$ cat src/rtl/instr_decoder_pkg.sv
package instr_decoder_pkg;

    localparam int ILEN     = 32;
    localparam int REG_AW   = 5;
    localparam int OPC_W    = 7;
    localparam int F3_W     = 3;
    localparam int F7_W     = 7;
    localparam int WB_W     = 2;
    localparam int FIELD_LO = 7;

    localparam logic [OPC_W-1:0] OPC_OP     = 7'b0110011;
    localparam logic [OPC_W-1:0] OPC_OPIMM  = 7'b0010011;
    localparam logic [OPC_W-1:0] OPC_LUI    = 7'b0110111;
    localparam logic [OPC_W-1:0] OPC_AUIPC  = 7'b0010111;
    localparam logic [OPC_W-1:0] OPC_LOAD   = 7'b0000011;
    localparam logic [OPC_W-1:0] OPC_STORE  = 7'b0100011;
    localparam logic [OPC_W-1:0] OPC_BRANCH = 7'b1100011;
    localparam logic [OPC_W-1:0] OPC_JAL    = 7'b1101111;
    localparam logic [OPC_W-1:0] OPC_JALR   = 7'b1100111;

    localparam logic [F3_W-1:0] F3_WORD   = 3'b010;
    localparam logic [F3_W-1:0] F3_ADDSUB = 3'b000;
    localparam logic [F3_W-1:0] F3_SLL    = 3'b001;
    localparam logic [F3_W-1:0] F3_SR     = 3'b101;
    localparam logic [F7_W-1:0] F7_BASE   = 7'b0000000;
    localparam logic [F7_W-1:0] F7_ALT    = 7'b0100000;

    typedef enum logic [WB_W-1:0] {
        WB_ALU  = 2'b00,
        WB_MEM  = 2'b01,
        WB_PC4  = 2'b10,
        WB_UIMM = 2'b11
    } wb_sel_e;

    typedef enum logic [2:0] {
        IMM_NONE,
        IMM_I,
        IMM_S,
        IMM_B,
        IMM_J,
        IMM_U
    } imm_kind_e;

    typedef struct packed {
        logic    reg_we;
        logic    alu_src_imm;
        logic    op_a_pc;
        logic    mem_rd;
        logic    mem_wr;
        logic    branch;
        logic    jump;
        logic    jump_reg;
        wb_sel_e wb_sel;
        logic    illegal;
    } ctrl_t;

    localparam ctrl_t CTRL_IDLE = '{
        reg_we: 1'b0, alu_src_imm: 1'b0, op_a_pc: 1'b0, mem_rd: 1'b0,
        mem_wr: 1'b0, branch: 1'b0, jump: 1'b0, jump_reg: 1'b0,
        wb_sel: WB_ALU, illegal: 1'b0
    };

    // Body of the word above the opcode: bits [31:7].
    localparam int BODY_W = ILEN - FIELD_LO;

    function automatic logic [ILEN-1:0] imm_i_f(input logic [ILEN-1:0] w);
        return {{(ILEN-12){w[31]}}, w[31:20]};
    endfunction

    function automatic logic [ILEN-1:0] imm_s_f(input logic [ILEN-1:0] w);
        return {{(ILEN-12){w[31]}}, w[31:25], w[11:7]};
    endfunction

    function automatic logic [ILEN-1:0] imm_b_f(input logic [ILEN-1:0] w);
        return {{(ILEN-13){w[31]}}, w[31], w[7], w[30:25], w[11:8], 1'b0};
    endfunction

    function automatic logic [ILEN-1:0] imm_j_f(input logic [ILEN-1:0] w);
        return {{(ILEN-21){w[31]}}, w[31], w[19:12], w[20], w[30:21], 1'b0};
    endfunction

    function automatic logic [ILEN-1:0] imm_u_f(input logic [ILEN-1:0] w);
        return {w[31:12], 12'b0};
    endfunction

    function automatic logic op_legal_f(input logic [F3_W-1:0] f3,
                                        input logic [F7_W-1:0] f7);
        return (f7 == F7_BASE) ||
               ((f7 == F7_ALT) && ((f3 == F3_ADDSUB) || (f3 == F3_SR)));
    endfunction

    function automatic logic opimm_legal_f(input logic [F3_W-1:0] f3,
                                           input logic [F7_W-1:0] f7);
        logic ok;
        case (f3)
            F3_SLL:  ok = (f7 == F7_BASE);
            F3_SR:   ok = (f7 == F7_BASE) || (f7 == F7_ALT);
            default: ok = 1'b1;
        endcase
        return ok;
    endfunction

    function automatic logic branch_legal_f(input logic [F3_W-1:0] f3);
        return (f3 != 3'b010) && (f3 != 3'b011);
    endfunction

endpackage

$ cat src/rtl/dec_fields.sv
module dec_fields
    import instr_decoder_pkg::*;
(
    input  logic [BODY_W-1:0] body_i,
    output logic [REG_AW-1:0] rd_o,
    output logic [REG_AW-1:0] rs1_o,
    output logic [REG_AW-1:0] rs2_o,
    output logic [F3_W-1:0]   funct3_o,
    output logic [F7_W-1:0]   funct7_o
);
    // Positions in the full word, shifted down by the opcode width.
    localparam int RD_LO  = 7  - FIELD_LO;
    localparam int F3_LO  = 12 - FIELD_LO;
    localparam int RS1_LO = 15 - FIELD_LO;
    localparam int RS2_LO = 20 - FIELD_LO;
    localparam int F7_LO  = 25 - FIELD_LO;

    always_comb begin
        rd_o     = body_i[RD_LO  +: REG_AW];
        funct3_o = body_i[F3_LO  +: F3_W];
        rs1_o    = body_i[RS1_LO +: REG_AW];
        rs2_o    = body_i[RS2_LO +: REG_AW];
        funct7_o = body_i[F7_LO  +: F7_W];
    end
endmodule

$ cat src/rtl/dec_immgen.sv
module dec_immgen
    import instr_decoder_pkg::*;
(
    input  logic [BODY_W-1:0] body_i,
    input  imm_kind_e         kind_i,
    output logic [ILEN-1:0]   imm_o
);
    logic [ILEN-1:0] word;

    // The low opcode bits take no part in any immediate.
    assign word = {body_i, {FIELD_LO{1'b0}}};

    always_comb begin
        case (kind_i)
            IMM_I:   imm_o = imm_i_f(word);
            IMM_S:   imm_o = imm_s_f(word);
            IMM_B:   imm_o = imm_b_f(word);
            IMM_J:   imm_o = imm_j_f(word);
            IMM_U:   imm_o = imm_u_f(word);
            default: imm_o = '0;
        endcase
    end
endmodule

$ cat src/rtl/dec_ctrl.sv
module dec_ctrl
    import instr_decoder_pkg::*;
(
    input  logic [OPC_W-1:0] opcode_i,
    input  logic [F3_W-1:0]  funct3_i,
    input  logic [F7_W-1:0]  funct7_i,
    output ctrl_t            ctrl_o,
    output imm_kind_e        kind_o
);
    ctrl_t     c;
    imm_kind_e k;
    logic      legal;

    always_comb begin
        c     = CTRL_IDLE;
        k     = IMM_NONE;
        legal = 1'b1;
        case (opcode_i)
            OPC_OP: begin
                legal    = op_legal_f(funct3_i, funct7_i);
                c.reg_we = 1'b1;
                c.wb_sel = WB_ALU;
            end
            OPC_OPIMM: begin
                legal         = opimm_legal_f(funct3_i, funct7_i);
                c.reg_we      = 1'b1;
                c.alu_src_imm = 1'b1;
                c.wb_sel      = WB_ALU;
                k             = IMM_I;
            end
            OPC_LUI: begin
                c.reg_we      = 1'b1;
                c.alu_src_imm = 1'b1;
                c.wb_sel      = WB_UIMM;
                k             = IMM_U;
            end
            OPC_AUIPC: begin
                c.reg_we      = 1'b1;
                c.alu_src_imm = 1'b1;
                c.op_a_pc     = 1'b1;
                c.wb_sel      = WB_ALU;
                k             = IMM_U;
            end
            OPC_LOAD: begin
                legal         = (funct3_i == F3_WORD);
                c.reg_we      = 1'b1;
                c.alu_src_imm = 1'b1;
                c.mem_rd      = 1'b1;
                c.wb_sel      = WB_MEM;
                k             = IMM_I;
            end
            OPC_STORE: begin
                legal         = (funct3_i == F3_WORD);
                c.alu_src_imm = 1'b1;
                c.mem_wr      = 1'b1;
                k             = IMM_S;
            end
            OPC_BRANCH: begin
                legal    = branch_legal_f(funct3_i);
                c.branch = 1'b1;
                k        = IMM_B;
            end
            OPC_JAL: begin
                c.reg_we      = 1'b1;
                c.alu_src_imm = 1'b1;
                c.op_a_pc     = 1'b1;
                c.jump        = 1'b1;
                c.wb_sel      = WB_PC4;
                k             = IMM_J;
            end
            OPC_JALR: begin
                legal         = (funct3_i == F3_ADDSUB);
                c.reg_we      = 1'b1;
                c.alu_src_imm = 1'b1;
                c.jump        = 1'b1;
                c.jump_reg    = 1'b1;
                c.wb_sel      = WB_PC4;
                k             = IMM_I;
            end
            default: legal = 1'b0;
        endcase

        if (!legal) begin
            c         = CTRL_IDLE;
            c.illegal = 1'b1;
            k         = IMM_NONE;
        end
    end

    assign ctrl_o = c;
    assign kind_o = k;
endmodule

$ cat src/rtl/instr_decoder.sv
module instr_decoder
    import instr_decoder_pkg::*;
(
    input  logic [31:0] instr_i,
    output logic [4:0]  rd_o,
    output logic [4:0]  rs1_o,
    output logic [4:0]  rs2_o,
    output logic [2:0]  funct3_o,
    output logic [6:0]  funct7_o,
    output logic [31:0] imm_o,
    output logic        reg_we_o,
    output logic        alu_src_imm_o,
    output logic        op_a_pc_o,
    output logic        mem_rd_o,
    output logic        mem_wr_o,
    output logic        branch_o,
    output logic        jump_o,
    output logic        jump_reg_o,
    output logic [1:0]  wb_sel_o,
    output logic        illegal_o
);
    ctrl_t     ctrl;
    imm_kind_e kind;

    dec_fields u_fields (
        .body_i   (instr_i[ILEN-1:FIELD_LO]),
        .rd_o     (rd_o),
        .rs1_o    (rs1_o),
        .rs2_o    (rs2_o),
        .funct3_o (funct3_o),
        .funct7_o (funct7_o)
    );

    dec_ctrl u_ctrl (
        .opcode_i (instr_i[OPC_W-1:0]),
        .funct3_i (funct3_o),
        .funct7_i (funct7_o),
        .ctrl_o   (ctrl),
        .kind_o   (kind)
    );

    dec_immgen u_imm (
        .body_i (instr_i[ILEN-1:FIELD_LO]),
        .kind_i (kind),
        .imm_o  (imm_o)
    );

    always_comb begin
        reg_we_o      = ctrl.reg_we;
        alu_src_imm_o = ctrl.alu_src_imm;
        op_a_pc_o     = ctrl.op_a_pc;
        mem_rd_o      = ctrl.mem_rd;
        mem_wr_o      = ctrl.mem_wr;
        branch_o      = ctrl.branch;
        jump_o        = ctrl.jump;
        jump_reg_o    = ctrl.jump_reg;
        wb_sel_o      = ctrl.wb_sel;
        illegal_o     = ctrl.illegal;
    end
endmodule

$ cat config.mk
export PLATFORM = sky130hd
export DESIGN_NAME = instr_decoder
export DESIGN_NICKNAME = d
export VERILOG_FILES = /design/src/rtl/instr_decoder_pkg.sv /design/src/rtl/dec_fields.sv /design/src/rtl/dec_immgen.sv /design/src/rtl/dec_ctrl.sv /design/src/rtl/instr_decoder.sv
export SDC_FILE = /design/constraint.sdc
export NUM_CORES = 1
export LEC_CHECK = 0
export BUFFER_PORTS_ARGS = -buffer_cell sky130_fd_sc_hd__buf_4
export CAP_MARGIN = 5
export CELL_PAD_IN_SITES_DETAIL_PLACEMENT = 1
export CELL_PAD_IN_SITES_GLOBAL_PLACEMENT = 2
export CORE_MARGIN = 2
export CORE_UTILIZATION = 15
export DETAILED_ROUTE_END_ITERATION = 12
export PLACE_DENSITY = 0.76
export REMOVE_ABC_BUFFERS = 1
export SYNTH_ARGS = -nofsm -noshare
export SYNTH_HDL_FRONTEND = slang
export SYNTH_SLANG_ARGS = --single-unit
$ cat constraint.sdc
create_clock -name vclk -period 2.65
set_clock_uncertainty 0.1 [all_clocks]
set_input_delay 0.53 -clock vclk [all_inputs]
set_output_delay 0.53 -clock vclk [all_outputs]
set_load 0.02 [all_outputs]
==> results.tsv <==
metric	value	unit
seq_cell_count	0	
multi_input_area	903	µm²
synthXorXnorAreaFrac	0.839	%
cap_violations	0	
initialDrtViolationCount	46	
drive_above_1_share	68.1	%
min_period	2.76	ns
whs_path_depth	2	
vias	1583	
via_per_inst	4.37	
synth-compound-area-share	26.6	%
routed_wl	5.34	mm
finish.utilization	34.8	%
status	complete, but fails checks	
drc	0	
whs_endpoint	rd_o[4]	
max_freq	362	MHz
design.core.area	6760	µm²
slew_violations	0	
port_buffers	100	
antenna_found_initial	0	
cp_max_fo	9	
dp.cells	359	
power.leakage	1.21	nW
drt_pre_antenna_iters	3	
grt_pass1_wl	7.89	mm
cts_hold_buf	0	
final_cells	362	
dp_hpwl	4.33	mm
hold_path_startpoint	instr_i[11]	
num-nets-final	316	
grt.total_usage	12.6	%
drtAntennaViolNets	0	
synth_cells	164	
synthMuxAreaShare	0	%
period_share	104	%
start_kind	primary input	
seq_area_frac_synth	0	%
mostFrequentLayoutCells	buf_4, buf_6, nand2_1, nand2_2, o211ai_1	
setup_violations	29	
initial_core_util	15.4	%
hold_path.class	primary input to primary output	
violations	negative setup slack	
grt_overflow_total	0	
synth_top_family_by_area	simple AND/OR/NAND/NOR gates	
maxSlewHeadroom	76.3	%
final_common_cell	buf_4	
die_h	87.4	µm
layout_setup_ws	-0.114	ns
synth.avg_cell_area	6.36	µm²
end_kind	primary output	
regArea	0	µm²
n_clock_buffer	0	
irDropWorstVdd	0.0407	mV
criticalPathCategory	primary input to primary output	
grt_max_degree	20	
synthDistinctLibCells	46	
yosys.area_share.adder	0	%
num-fill-cells	839	
rows	30	
pin_count	100	
power_per_cell_area	97.9	nW/µm²
num_antenna_cells	0	
syn_area	1040	µm²
arrival	2.13	ns
worstMarginPinSlew	0.354	ns
crit_required	2.02	ns
wl_per_cell	14.8	µm
areaGrowthSynthToFinish	125	%
hold_violations	0	
dieArea	7640	µm²
grt_pass1_vias	1612	
grt_setup_unrepaired	yes	
gp_congestion	0.795	
die_x	87.4	µm
yosys_warnings	0	
synthSimpleGateAreaFrac	49.0	%
==> power by group <==
part           internal [W]  switching, W  total (W)
logic              0.000117      0.000112   0.000230
clock network             0             0          0
registers                 0             0          0
total              0.000117      0.000112   0.000230
==> cells by family (layout without fill, tap and decap cells) <==
| logic type | count (synthesis) | after routing |
|---|---|---|
| XOR/XNOR | 1 | 1 |
| AND/OR/NAND/NOR | 92 | 92 |
| buffers and inverters | 37 | 155 |
| AO/OA/AOI/OAI | 34 | 34 |
==> per-stage QoR <==
step / power [W] / instance area, µm² / setup TNS, ns / setup WS (ns) / hold slack, ns
2_1_floorplan: 0.0000403 / 813 / -4.10 / -0.368 / 0.960
3_3_place_gp: 0.000213 / 2050 / -3.23 / -0.123 / 1.17
3_5_place_dp: 0.000215 / 2050 / -3.10 / -0.130 / 1.17
4_1_cts: 0.000228 / 2240 / -1.79 / -0.0843 / 1.17
5_1_grt: 0.000245 / 2350 / -4.35 / -0.161 / 1.18
6_report: 0.000230 / 2350 / -2.47 / -0.114 / 1.17
==> worst max-delay path, cell delays in order <==
cell	delay (ns)
buf_6	0.10
or4b_4	0.54
o21ai_4	0.18
a211o_4	0.21
o2111ai_4	0.18
clkbuf_16	0.22
nand2_2	0.07
buf_6	0.12
==> how the worst max path moves through the flow <==
| stage | startpoint | endpoint |
|---|---|---|
| after floorplan | instr_i[3] | alu_src_imm_o |
| after global placement | instr_i[4] | wb_sel_o[0] |
| after detailed placement | instr_i[2] | imm_o[7] |
| after CTS | instr_i[12] | imm_o[28] |
| after global routing | instr_i[12] | imm_o[28] |
| final | instr_i[12] | imm_o[14] |
==> synthesized netlist by cell type (2+ instances only) <==
cell type | instances | share of area, %
a21boi_0 | 2 | 1.4
a21o_1 | 2 | 1.4
a21oi_1 | 4 | 1.9
and2_1 | 6 | 3.6
buf_2 | 4 | 1.9
buf_4 | 25 | 18
clkbuf_1 | 3 | 1.1
inv_1 | 4 | 1.4
nand2_1 | 34 | 12
nand2_2 | 8 | 4.8
nand2b_1 | 2 | 1.2
nand3_1 | 10 | 4.8
nand3_2 | 2 | 1.9
nor2_1 | 6 | 2.2
nor2b_1 | 2 | 1.2
nor3_1 | 5 | 2.4
o211ai_1 | 8 | 5.8
o21a_1 | 2 | 1.4
o21ai_0 | 5 | 2.4
or2_2 | 2 | 1.2
or3_1 | 3 | 1.8
==> cell type report <==
type	count	share of cell area, %
Tap cell	80	4.26
Timing Repair Buffer	151	56.6
Multi-Input combinational cell	127	38.5
Inverter	4	0.639
==> repair_timing <==
action,4_1_cts,5_1_grt
cloned,0,1
endpoints found under the setup margin,37,38
resized for setup,48,21
pin swaps,12,6
setup buffers,1,1
==> per-layer routing <==
| layer | wire length, µm | up-vias | GRT usage (%) |
|---|---|---|---|
| li1 | - | 790 | - |
| met1 | 2310 | 738 | 16.4 |
| met2 | 2780 | 53 | 23.0 |
| met3 | 222 | 2 | 1.52 |
| met4 | 21 | 0 | 0.979 |
| met5 | 0 | - | 0 |
No activity file was read; power rests on OpenSTA's default activity.
